`src/rtl/cbt_pkg.sv`:
```
package cbt_pkg;

    localparam int unsigned LEN_W = 5;

    typedef logic [LEN_W-1:0] len_t;

    typedef enum logic [1:0] {
        SEG_SYNC = 2'd0,
        SEG_PROP = 2'd1,
        SEG_PH1  = 2'd2,
        SEG_PH2  = 2'd3
    } seg_e;

    typedef struct packed {
        seg_e  seg;
        len_t  qcnt;
        len_t  ext;
        len_t  shrink;
        logic  synced;
        logic  rx_prev;
        logic  sp;
        logic  tx;
    } fsm_state_t;

    function automatic len_t len_min(len_t a, len_t b);
        return (a < b) ? a : b;
    endfunction

    function automatic len_t len_max(len_t a, len_t b);
        return (a > b) ? a : b;
    endfunction

endpackage

```
`src/rtl/cbt_prescaler.sv`:
```
module cbt_prescaler #(
    parameter int unsigned BRP_W = 6
) (
    input  logic             clk,
    input  logic             rst_n,
    input  logic             restart,
    input  logic [BRP_W-1:0] brp,
    output logic             tick
);
    localparam int unsigned CNT_W = BRP_W + 1;

    logic [CNT_W-1:0] cnt_d, cnt_q, last;

    always_comb begin
        last  = {brp, 1'b1};
        tick  = (cnt_q >= last);
        cnt_d = (restart || tick) ? '0 : cnt_q + 1'b1;
    end

    always_ff @(posedge clk or negedge rst_n) begin
        if (!rst_n) cnt_q <= '0;
        else        cnt_q <= cnt_d;
    end

    // a quantum is never shorter than two clocks
    a_r1_tick_gap: assert property (@(posedge clk) disable iff (!rst_n)
        (tick && !restart) |=> !tick);

endmodule

```
`src/rtl/cbt_sampler.sv`:
```
module cbt_sampler (
    input  logic clk,
    input  logic rst_n,
    input  logic tick,
    input  logic sp_event,
    input  logic rx,
    input  logic three,
    output logic bit_val
);
    logic [1:0] sh_d, sh_q;
    logic       bit_d, bit_q, maj;

    always_comb begin
        sh_d  = tick ? {sh_q[0], rx} : sh_q;
        maj   = (sh_q[1] & sh_q[0]) | (sh_q[1] & rx) | (sh_q[0] & rx);
        bit_d = sp_event ? (three ? maj : rx) : bit_q;
    end

    always_ff @(posedge clk or negedge rst_n) begin
        if (!rst_n) begin
            sh_q  <= 2'b11;
            bit_q <= 1'b1;
        end else begin
            sh_q  <= sh_d;
            bit_q <= bit_d;
        end
    end

    assign bit_val = bit_q;

    // the bit value only moves at a sample point
    a_r6_bit_hold: assert property (@(posedge clk) disable iff (!rst_n)
        !sp_event |=> $stable(bit_q));

endmodule

```
`src/rtl/cbt_bit_fsm.sv`:
```
module cbt_bit_fsm
    import cbt_pkg::*;
#(
    parameter int unsigned SEG_W  = 3,
    parameter int unsigned SJW_W  = 2,
    parameter int unsigned IPT_TQ = 2
) (
    input  logic             clk,
    input  logic             rst_n,
    input  logic             tick,
    input  logic             hsync,
    input  logic             rx,
    input  logic             bit_val,
    input  logic [SEG_W-1:0] prseg,
    input  logic [SEG_W-1:0] phseg1,
    input  logic [SEG_W-1:0] phseg2,
    input  logic [SJW_W-1:0] sjw,
    input  logic             ps2_prog,
    output logic             sp_event,
    output logic             sample_pt,
    output logic             tx_pt
);
    localparam len_t IPT_LEN = len_t'(IPT_TQ);
    localparam len_t PS2_MIN = len_t'(2);

    fsm_state_t q, d;
    len_t prop_len, ps1_base, ps2_base, jump, err, ps1_now, ps2_now;
    logic fall;

    always_comb begin
        prop_len = len_t'(prseg) + 1'b1;
        ps1_base = len_t'(phseg1) + 1'b1;
        ps2_base = ps2_prog ? len_max(len_t'(phseg2) + 1'b1, PS2_MIN)
                            : len_max(ps1_base, IPT_LEN);
        jump     = len_t'(sjw) + 1'b1;
        err      = '0;

        d         = q;
        d.sp      = 1'b0;
        d.tx      = 1'b0;
        d.rx_prev = rx;
        fall      = q.rx_prev & ~rx;

        if (fall && !q.synced && bit_val && (q.seg != SEG_SYNC)) begin
            d.synced = 1'b1;
            unique case (q.seg)
                SEG_PROP: begin
                    err   = q.qcnt + 1'b1;
                    d.ext = len_min(err, jump);
                end
                SEG_PH1: begin
                    err   = prop_len + q.qcnt + 1'b1;
                    d.ext = len_min(err, jump);
                end
                default: begin
                    err      = (ps2_base - q.shrink) - q.qcnt;
                    d.shrink = len_min(err, jump);
                end
            endcase
        end

        ps1_now = ps1_base + d.ext;
        ps2_now = ps2_base - d.shrink;

        if (tick) begin
            unique case (q.seg)
                SEG_SYNC: begin
                    d.seg  = SEG_PROP;
                    d.qcnt = '0;
                end
                SEG_PROP: begin
                    if (q.qcnt + 1'b1 >= prop_len) begin
                        d.seg  = SEG_PH1;
                        d.qcnt = '0;
                    end else d.qcnt = q.qcnt + 1'b1;
                end
                SEG_PH1: begin
                    if (q.qcnt + 1'b1 >= ps1_now) begin
                        d.seg  = SEG_PH2;
                        d.qcnt = '0;
                        d.sp   = 1'b1;
                    end else d.qcnt = q.qcnt + 1'b1;
                end
                default: begin
                    if (q.qcnt + 1'b1 >= ps2_now) begin
                        d.seg    = SEG_SYNC;
                        d.qcnt   = '0;
                        d.tx     = 1'b1;
                        d.ext    = '0;
                        d.shrink = '0;
                        d.synced = 1'b0;
                    end else d.qcnt = q.qcnt + 1'b1;
                end
            endcase
        end

        if (hsync) begin
            d.seg    = SEG_SYNC;
            d.qcnt   = '0;
            d.ext    = '0;
            d.shrink = '0;
            d.synced = 1'b0;
            d.sp     = 1'b0;
            d.tx     = 1'b0;
        end
    end

    always_ff @(posedge clk or negedge rst_n) begin
        if (!rst_n) begin
            q         <= '0;
            q.seg     <= SEG_SYNC;
            q.rx_prev <= 1'b1;
        end else begin
            q <= d;
        end
    end

    assign sp_event  = d.sp;
    assign sample_pt = q.sp;
    assign tx_pt     = q.tx;

    // strobes are exclusive
    a_r5_strobe_excl: assert property (@(posedge clk) disable iff (!rst_n)
        $onehot0({sample_pt, tx_pt}));

    // the sync slot is exactly one quantum
    a_r2_sync_len: assert property (@(posedge clk) disable iff (!rst_n)
        (q.seg == SEG_SYNC && tick && !hsync) |=> (q.seg == SEG_PROP));

    // only one adjustment per bit
    a_r7_single_jump: assert property (@(posedge clk) disable iff (!rst_n)
        !((q.ext != '0) && (q.shrink != '0)));

    // no strobe follows a hard sync
    a_r10_hsync_quiet: assert property (@(posedge clk) disable iff (!rst_n)
        hsync |=> (!sample_pt && !tx_pt));

endmodule

```
`src/rtl/can_bit_timer.sv`:
```
module can_bit_timer #(
    parameter int unsigned BRP_W  = 6,
    parameter int unsigned SEG_W  = 3,
    parameter int unsigned SJW_W  = 2,
    parameter int unsigned IPT_TQ = 2
) (
    input  logic             clk,
    input  logic             rst_n,
    input  logic [BRP_W-1:0] cfg_brp,
    input  logic [SEG_W-1:0] cfg_prseg,
    input  logic [SEG_W-1:0] cfg_phseg1,
    input  logic [SEG_W-1:0] cfg_phseg2,
    input  logic [SJW_W-1:0] cfg_sjw,
    input  logic             cfg_sam,
    input  logic             cfg_ps2_prog,
    input  logic             hsync_req,
    input  logic             rx_in,
    output logic             sample_pt,
    output logic             tx_pt,
    output logic             rx_bit
);
    logic tick, sp_event;

    cbt_prescaler #(.BRP_W(BRP_W)) presc_i (
        .clk     (clk),
        .rst_n   (rst_n),
        .restart (hsync_req),
        .brp     (cfg_brp),
        .tick    (tick)
    );

    cbt_bit_fsm #(.SEG_W(SEG_W), .SJW_W(SJW_W), .IPT_TQ(IPT_TQ)) fsm_i (
        .clk       (clk),
        .rst_n     (rst_n),
        .tick      (tick),
        .hsync     (hsync_req),
        .rx        (rx_in),
        .bit_val   (rx_bit),
        .prseg     (cfg_prseg),
        .phseg1    (cfg_phseg1),
        .phseg2    (cfg_phseg2),
        .sjw       (cfg_sjw),
        .ps2_prog  (cfg_ps2_prog),
        .sp_event  (sp_event),
        .sample_pt (sample_pt),
        .tx_pt     (tx_pt)
    );

    cbt_sampler samp_i (
        .clk      (clk),
        .rst_n    (rst_n),
        .tick     (tick),
        .sp_event (sp_event),
        .rx       (rx_in),
        .three    (cfg_sam),
        .bit_val  (rx_bit)
    );

endmodule

```
`config.mk`:
```
export PLATFORM = sky130hd
export DESIGN_NAME = can_bit_timer
export DESIGN_NICKNAME = d
export VERILOG_FILES = /design/src/rtl/cbt_pkg.sv /design/src/rtl/cbt_prescaler.sv /design/src/rtl/cbt_sampler.sv /design/src/rtl/cbt_bit_fsm.sv /design/src/rtl/can_bit_timer.sv
export SDC_FILE = /design/constraint.sdc
export NUM_CORES = 1
export LEC_CHECK = 0
export BUFFER_PORTS_ARGS = -buffer_cell sky130_fd_sc_hd__buf_2
export CELL_PAD_IN_SITES_DETAIL_PLACEMENT = 0
export CELL_PAD_IN_SITES_GLOBAL_PLACEMENT = 1
export CORE_MARGIN = 3
export CORE_UTILIZATION = 35
export CTS_BUF_LIST = sky130_fd_sc_hd__clkbuf_8
export CTS_CLUSTER_DIAMETER = 120
export DETAILED_ROUTE_END_ITERATION = 12
export GPL_ROUTABILITY_DRIVEN = 1
export HOLD_SLACK_MARGIN = 0.05
export PLACE_DENSITY_LB_ADDON = 0.1
export SYNTH_ARGS = -nofsm -noshare
export SYNTH_HDL_FRONTEND = slang
export SYNTH_SLANG_ARGS = --single-unit
```
`constraint.sdc`:
```
create_clock -name clk -period 5.5 [get_ports clk]
set_input_delay 0.825 -clock clk [delete_from_list [all_inputs] [get_ports clk]]
set_output_delay 0.825 -clock clk [all_outputs]
set_load 0.02 [all_outputs]
```
Yosys cells after proc, flatten, opt, wreduce, memory -nomap -nowiden
Cells that the tools add are included.
- equality and inequality tests: 4
- reduce and logical (&&, ||, !) cells: 12
- $lt $le $gt $ge: 9
- mux-type cells: 28
- add/subtract/negate cells: 12
- bitwise logic cells: 7
- operators by type and width (operator ; count):
    5-bit 2-to-1 mux ; 10
    18-bit 2-to-1 mux ; 2
    11-bit 2-to-1 mux ; 3
    7-bit case mux with 3 select lines ; 1
    5-bit greater-or-equal comparator ; 3
    5-bit less-than comparator ; 3
    5-bit subtractor ; 3
    3-bit by 1-bit adder with 4-bit output, second input constant ; 3
    5-bit by 1-bit adder with 5-bit output, second input constant ; 2
    5-bit adder ; 2
    5-bit by 2-bit > comparator with 1-bit output, second input constant ; 2
    2-bit 2-to-1 mux ; 5
    5-bit case mux with 2 select lines ; 1
    7-bit by 1-bit adder with 7-bit output, second input constant ; 1
    7-bit greater-or-equal comparator ; 1
    7-bit 2-to-1 mux ; 1
    3-bit by 2-bit inequality test with 1-bit output, second input constant ; 2
    1-bit 2-to-1 mux ; 5
    5-bit nonzero test ; 1
    1-bit AND ; 4
    4-bit AND reduction ; 1
    2-bit nonzero test ; 2
    2-bit by 1-bit adder with 3-bit output, second input constant ; 1
    1-bit logical AND ; 3
    other kinds (9) ; 10
- register bits: 31
- word-level logic and storage cells: 83
- output and inout port bits: 3
- bits of input ports: 23

Longest topological paths before layout
Gate-level depths: netlist of run 1.
- depth in word-level cells: 16
- mapped depth: 29
- depth with buffers taken out: 29

By module
From an unflattened synthesis of run 1, not the netlist that was laid out.
- cells, all modules: 363
- area total of the unflattened synthesis: 3213.1 um^2
- by module, submodules not included (module ; cells each ; area an instance (um^2) ; sequential area each (um^2) ; instances):
    cbt_bit_fsm ; 304 ; 2595.0 ; 526.8 ; 1
    cbt_prescaler ; 48 ; 483.0 ; 175.2 ; 1
    cbt_sampler ; 11 ; 135.1 ; 78.8 ; 1

Worst setup path after synthesis of run 1
Ideal clock, no wire load.
- path type: input to register
- start: input cfg_phseg1[0]
- end: register fsm_i.q[3] in the netlist's numbering
- arrival: 6.095 ns
- buffers on the path: 0
- slack: -0.735 ns
- stages on the path: 28
- required time: 5.360 ns
- setup time: 0.140 ns
- cells stage by stage: ha_1 -> xor2_1 -> nor2_1 -> o32a_1 -> inv_1 -> fa_1 -> inv_1 -> fa_1 -> inv_1 -> ha_1 -> o21a_1 -> o21ai_0 -> o2111ai_1 -> a311oi_1 -> a21oi_1 -> a211oi_2 -> nor2_1 -> fa_1 -> inv_1 -> a21o_1 -> a21oi_1 -> xor2_1 -> ha_1 -> nand2_1 -> o21ai_0 -> nand2_1 -> o21bai_1 -> nor2_1
- RTL lines (element ; RTL line ; RTL):
    from (decl) ; can_bit_timer.sv:11 ; input logic [SEG_W-1:0] cfg_phseg1,
    to (decl) ; cbt_bit_fsm.sv:26 ; fsm_state_t q, d;

==> out/qor.yml, run 1 <==
run_status:
  status: "finished, violations left"
  violations: "negative setup slack"
setup_path:
  path_class: "primary input to register"
  cp-end-kind: "register"
  start_kind: "primary input"
  cp_data_required_time_ns: 5.65
  crit_top_cell: "inv_2"
  crit_buf_inv: 6
  crit_family: "adder cells"
  arrival_ns: 5.77
  cp_max_fo: 5
  crit_slowest_cell: "fa_1"
  critical-path-max-stage-delay_ns: 0.51
logic_synthesis:
  synthTopCellsByArea: "dfrtp_1 20%, ha_1 20%, inv_1 4.8%"
  post-synth-top-area-cell: "dfrtp_1"
  ys_types: 64
  yosys_register_bits: 31
  syn_inst: 370
  netlist_area_mm2: 0.00330
  synth_flop_cell: "dfrtp_1"
  yosysSeqAreaShare: 0.237
  synth_top_area_frac: 0.205
  postSynthAreaPerCell_um2: 8.92
  post-synth-top-count-cell: "ha_1"
  synthArstFlopShare: 1.00
  yosys-top-cells-count: "54 x ha_1, 42 x inv_1, 29 x nand2_1, 29 x nor2_1"
  synth_warnings: 0
  synth.net_count: 454
  synth_edf_count: 0
power_and_ir_drop:
  vdd_ir_drop_max_v: 0.0000797
  p_per_area_mw_per_mm2: 154
  leakage_uw: 0.00217
timing:
  fin_skew_ns: 0.00260
  setup_slack_ns: -0.128
  tightest_slew_ns: 0.746
  min_period_ns: 5.63
  fmax_mhz: 178
  slew_headroom: 0.499
  final-max-slew-violation-count: 0
  hold_viol_final: 0
  period_share: 1.02
  rsz0062_at_grt: "yes"
  finalSetupViolations: 19
drt:
  vias: 2851
  vias_per_cell: 4.98
  totalWireLength_mm: 8.39
  postRouteAntennaNets: 0
  drc_errors: 0
  drtIter0Drc: 81
  drt-pass1-iter-count: 4
  wire_per_inst_um: 14.7
clock_network:
  path_clk_slew_ns: 0.07
  cts_tree: "done"
  clkLatencyLatePin_ns: 0.29
  clock_path_buffers: 2
  clock_sinks: 31
  htree_levels: 2
  cts_hold_buf: 0
  cts_buffers: 5
  cts_root_buf: "clkbuf_8"
placed_design:
  dp_slack_ns: -0.607
  numPortBuffers: 25
  dpl.hpwl_mm: 6.72
  gp_congestion: 0.770
  placed_cell_area_mm2: 0.00408
global_routing:
  grt_overflow_total: 0
  grt_max_degree: 32
  antenna_found_initial: 0
  grt_pass1_wl_mm: 14.1
  grt_pass1_vias: 2900
  track_usage: 0.171
floorplanning:
  ioPinCount: 26
  die_height_um: 103
  rows: 34
  start_util: 0.369
  fp.dieW_um: 103
  core_area_mm2: 0.00893
  floorplan.die_area_mm2: 0.0106
run:
  max-cap-violations: 0
min_path:
  hold_path_class: "register to register"
layout:
  area_growth_pct: 33.9
  drive_above_1_share: 0.351
  final_area_mm2: 0.00442
  layout.nets: 547
  antenna_cells: 0
## worst min-delay path: stages, from the launching register on
cell and delay, ns:
dfstp_2 0.37, nand2_1 0.05, nand2_1 0.04
## power by group
| part | internal [uW] | total (uW) | switching, uW |
|---|---|---|---|
| registers | 239 | 244 | 5.26 |
| clock network | 114 | 206 | 92.1 |
| logic | 118 | 232 | 114 |
| total | 471 | 682 | 212 |
## through the flow
step,util,setup TNS (ns),instances,power [uW],hold WS (ns)
2_1_floorplan,-,-0.914,370,374,0.439
4_1_cts,0.484,-3.47,570,686,0.459
5_1_grt,0.495,-6.81,572,727,0.481
3_3_place_gp,0.456,-10.97,555,458,0.450
3_5_place_dp,0.456,-10.62,555,460,0.449
6_report,0.495,-1.45,572,682,0.456
## worst paths after layout
path | from | end | slack [ns] | cells past startpoint
setup reg to reg | fsm_i.q[14] | fsm_i.q[19] | 0.40 | 21
setup / recovery | cfg_phseg1[1] | fsm_i.q[6] | -0.13 | 30
min in group asynchronous | rst_n | fsm_i.q[20] | 0.59 | 1
hold / removal | samp_i.sh_q[1] | samp_i.sh_q[1] | 0.46 | 2
max in group asynchronous | rst_n | fsm_i.q[8] | 4.45 | 1
hold reg to reg | samp_i.sh_q[1] | samp_i.sh_q[1] | 0.46 | 2
## state kept, by name (all words and copies together) (netlist names)
signal           count
fsm_i.q             19
presc_i.cnt_q        7
samp_i.sh_q          2
fsm_i.sample_pt      1
fsm_i.tx_pt          1
samp_i.bit_val       1
## final cells by class
cell class | count | area (um2)
Clock inverter | 1 | 7.51
Timing Repair Buffer | 89 | 642
Fill cell | 885 | 4510
Clock buffer | 7 | 96.3
Tap cell | 108 | 135
Multi-Input combinational cell | 294 | 2600
Sequential cell | 31 | 781
Inverter | 42 | 158
## cell families after synthesis
logic type,Yosys count,synth area share
XOR/XNOR,27,0.0717
multiplexers,4,0.0144
flip-flops,31,0.237
adder cells (fa/ha/maj),62,0.251
buffers and inverters,46,0.0565
AO/OA/AOI/OAI,86,0.192
AND/OR/NAND/NOR,114,0.179
## per-layer routing
layer / wire length [um] / part of all wire / track usage
met2: 4100 / 0.49 / 0.297
met5: 0 / 0 / 0
met1: 4020 / 0.48 / 0.225
met3: 172 / 0.021 / 0.0223
met4: 96 / 0.011 / 0.0388
## cells in the final DEF, fill, tap and decap left out, types with 3 or more instances in the layout
cell and instances:
buf_4 63, ha_1 49, inv_1 38, dfrtp_1 27, nand2_1 26, nor2_1 25
buf_2 21, a21oi_1 20, xor2_1 14, xnor2_1 10, a21o_1 9, o21ai_0 8
nand2b_1 8, nand3_1 8, a21oi_2 7, clkbuf_8 7, nand4_1 5, a31oi_1 4
nand3b_1 4, o21a_1 4, inv_2 4, o21ai_1 4, nor3_1 4, fa_2 4
ha_4 4, dfstp_2 4, nor3b_1 3, nor2b_1 3, and2_1 3, nor2_2 3
o21bai_4 3, fa_1 3, buf_6 3
## repair_timing
action | in CTS | in global routing
pin swaps | 30 | 22
endpoints found under the setup margin | 20 | 21
resized for setup | 22 | 18
cloned | 1 | 0
endpoints found under the hold margin | 0 | 0
buffers inserted | 6 | 2
Note: power is estimated with default switching activity, not from simulation.
==> inputs of run 2 (changes only) <==
--- a/config.mk
+++ b/config.mk
@@ -15,7 +15,7 @@
 export DETAILED_ROUTE_END_ITERATION = 12
 export GPL_ROUTABILITY_DRIVEN = 1
 export HOLD_SLACK_MARGIN = 0.05
-export PLACE_DENSITY_LB_ADDON = 0.1
+export PLACE_DENSITY = 0.63
 export SYNTH_ARGS = -nofsm -noshare
 export SYNTH_HDL_FRONTEND = slang
 export SYNTH_SLANG_ARGS = --single-unit
==> run 2 against run 1 <==
Net effect:
- first-iteration DRC count is 37% higher
- the run still ends with negative setup slack left
- count of clock-buffer cells in the layout is 1 lower
- sequential cell count stayed put
- power is 1.1% higher
- final cell count is 3.1% higher
- clock skew is 0.0044 ns higher
- register-to-register slack better by 0.04 ns
==> out/qor.yml, run 2 (same netlist as run 1, synthesis figures left out) <==
run_status:
  status: "finished, violations left"
  violations: "negative setup slack"
setup_path:
  start_kind: "primary input"
  cp_data_required_time_ns: 5.65
  cp-end-kind: "register"
  crit_top_cell: "inv_2"
  r2r_cells: 22
  crit_buf_inv: 6
  path_depth: 29
  path_class: "primary input to register"
  r2r_start: "fsm_i.q[16]"
  cp-startpoint: "cfg_phseg1[1]"
  arrival_ns: 5.83
  r2r_slack_ns: 0.44
  cp_max_fo: 5
  crit_family: "compound AO/OA/AOI/OAI gates"
  crit_slowest_cell: "fa_1"
  r2r-end: "fsm_i.q[19]"
  critical-path-max-stage-delay_ns: 0.49
floorplanning:
  core_area_mm2: 0.00893
  floorplan.die_area_mm2: 0.0106
  rows: 34
  die_height_um: 103
  start_util: 0.369
  fp.dieW_um: 103
  ioPinCount: 26
drt:
  totalWireLength_mm: 8.79
  vias_per_cell: 4.96
  drc_errors: 0
  vias: 2928
  wire_per_inst_um: 14.9
  drt-pass1-iter-count: 4
  postRouteAntennaNets: 0
  drtIter0Drc: 111
clock_network:
  cts_buffers: 5
  cts_tree: "done"
  clkLatencyLatePin_ns: 0.28
  clock_path_buffers: 2
  cts_hold_buf: 0
  path_clk_slew_ns: 0.07
  cts_root_buf: "clkbuf_8"
  clock_sinks: 31
  htree_levels: 2
min_path:
  min_path_cells: 2
  min_to: "samp_i.sh_q[0]"
  hold_path_class: "register to register"
  min_from: "samp_i.sh_q[0]"
timing:
  hold_ws_ns: 0.467
  final-max-slew-violation-count: 0
  slew_headroom: 0.500
  setup_slack_ns: -0.179
  hold_viol_final: 0
  fin_skew_ns: 0.00703
  tightest_slew_ns: 0.749
  period_share: 1.03
  min_period_ns: 5.68
  finalSetupViolations: 19
  rsz0062_at_grt: "yes"
  fmax_mhz: 176
layout:
  max_flop_register: "fsm_i.q"
  layout.nets: 565
  antenna_cells: 0
  drive_above_1_share: 0.402
  largest_reg_flops: 19
  area_growth_pct: 40.4
  mostFrequentLayoutCells: "79 x buf_4, 48 x ha_1, 38 x inv_1, 27 x dfrtp_1, 26 x nand2_1"
  layout_commonest_cell: "buf_4"
  reg_top3: "fsm_i.q x19, presc_i.cnt_q x7, samp_i.sh_q x2"
global_routing:
  grt_max_degree: 32
  track_usage: 0.171
  grt_pass1_vias: 2908
  grt_overflow_total: 0
  antenna_found_initial: 0
  grt_pass1_wl_mm: 14.2
placed_design:
  numPortBuffers: 25
  dpl.hpwl_mm: 6.89
  gp_congestion: 0.822
power_and_ir_drop:
  finalPower_uw: 690
  vdd_ir_drop_max_v: 0.000134
  leakage_uw: 0.00229
  p_per_area_mw_per_mm2: 149
run:
  max-cap-violations: 0
run 2: cell count changes in the layout (fill, tap and decap cells not counted), sizes merged:
cell and delta:
inv +1, buf +18, clkinv +1, clkinvlp -1
clkbuf -1
run 2: worst max-delay path by stage:
| stage | to | slack [ns] |
|---|---|---|
| finish | fsm_i.q[19] | -0.18 |
| global route | fsm_i.q[17] | -0.42 |
| CTS | fsm_i.q[18] | -0.12 |
| detailed placement | fsm_i.q[18] | -0.52 |
| global placement | samp_i.bit_val | -0.49 |
| floorplan | fsm_i.q[6] | -0.10 |
run 2: layout make-up:
| type | instances | area (um2) |
|---|---|---|
| repair buffers | 107 | 793 |
| multi-input cells | 294 | 2670 |
| well taps | 108 | 135 |
| flip-flops and latches | 31 | 781 |
| clock inverters | 2 | 8.76 |
| fillers | 854 | 4300 |
| clock buffers | 6 | 82.6 |
| inverters | 42 | 160 |
run 2: what timing repair did:
| item | CTS | global route |
|---|---|---|
| setup endpoints to repair | 21 | 21 |
| gates cloned | 1 | 0 |
| pin swaps | 15 | 41 |
| resized for setup | 29 | 30 |
| buffers inserted | 14 | 5 |
run 2: metrics by stage:
stage / setup TNS (ns) / worst slack, ns / util / area (um2) / cells
floorplan: -0.914 / -0.104 / - / 3420 / 370
global placement: -8.88 / -0.489 / 0.462 / 4130 / 562
detailed placement: -9.99 / -0.517 / 0.462 / 4130 / 562
CTS: -1.15 / -0.123 / 0.500 / 4460 / 585
global route: -6.76 / -0.416 / 0.518 / 4630 / 590
finish: -2.35 / -0.179 / 0.518 / 4630 / 590
run 2: where the power goes:
group	switching (uW)	internal, uW
sequential	6.33	239
clock	91.7	99.2
combinational	122	132
run 2: tightest hold or removal path, delay by kind of cell, from the launching register on:
kind,cells,cell delay [ns]
flops,1,0.38
simple gates,2,0.09
run 2: metal layers:
layer	GRT usage	share of wire	vias up
li1	-	-	1519
met5	0	0	-
met4	0.0349	0.015	0
met2	0.282	0.47	35
met3	0.0196	0.021	13
met1	0.240	0.50	1361
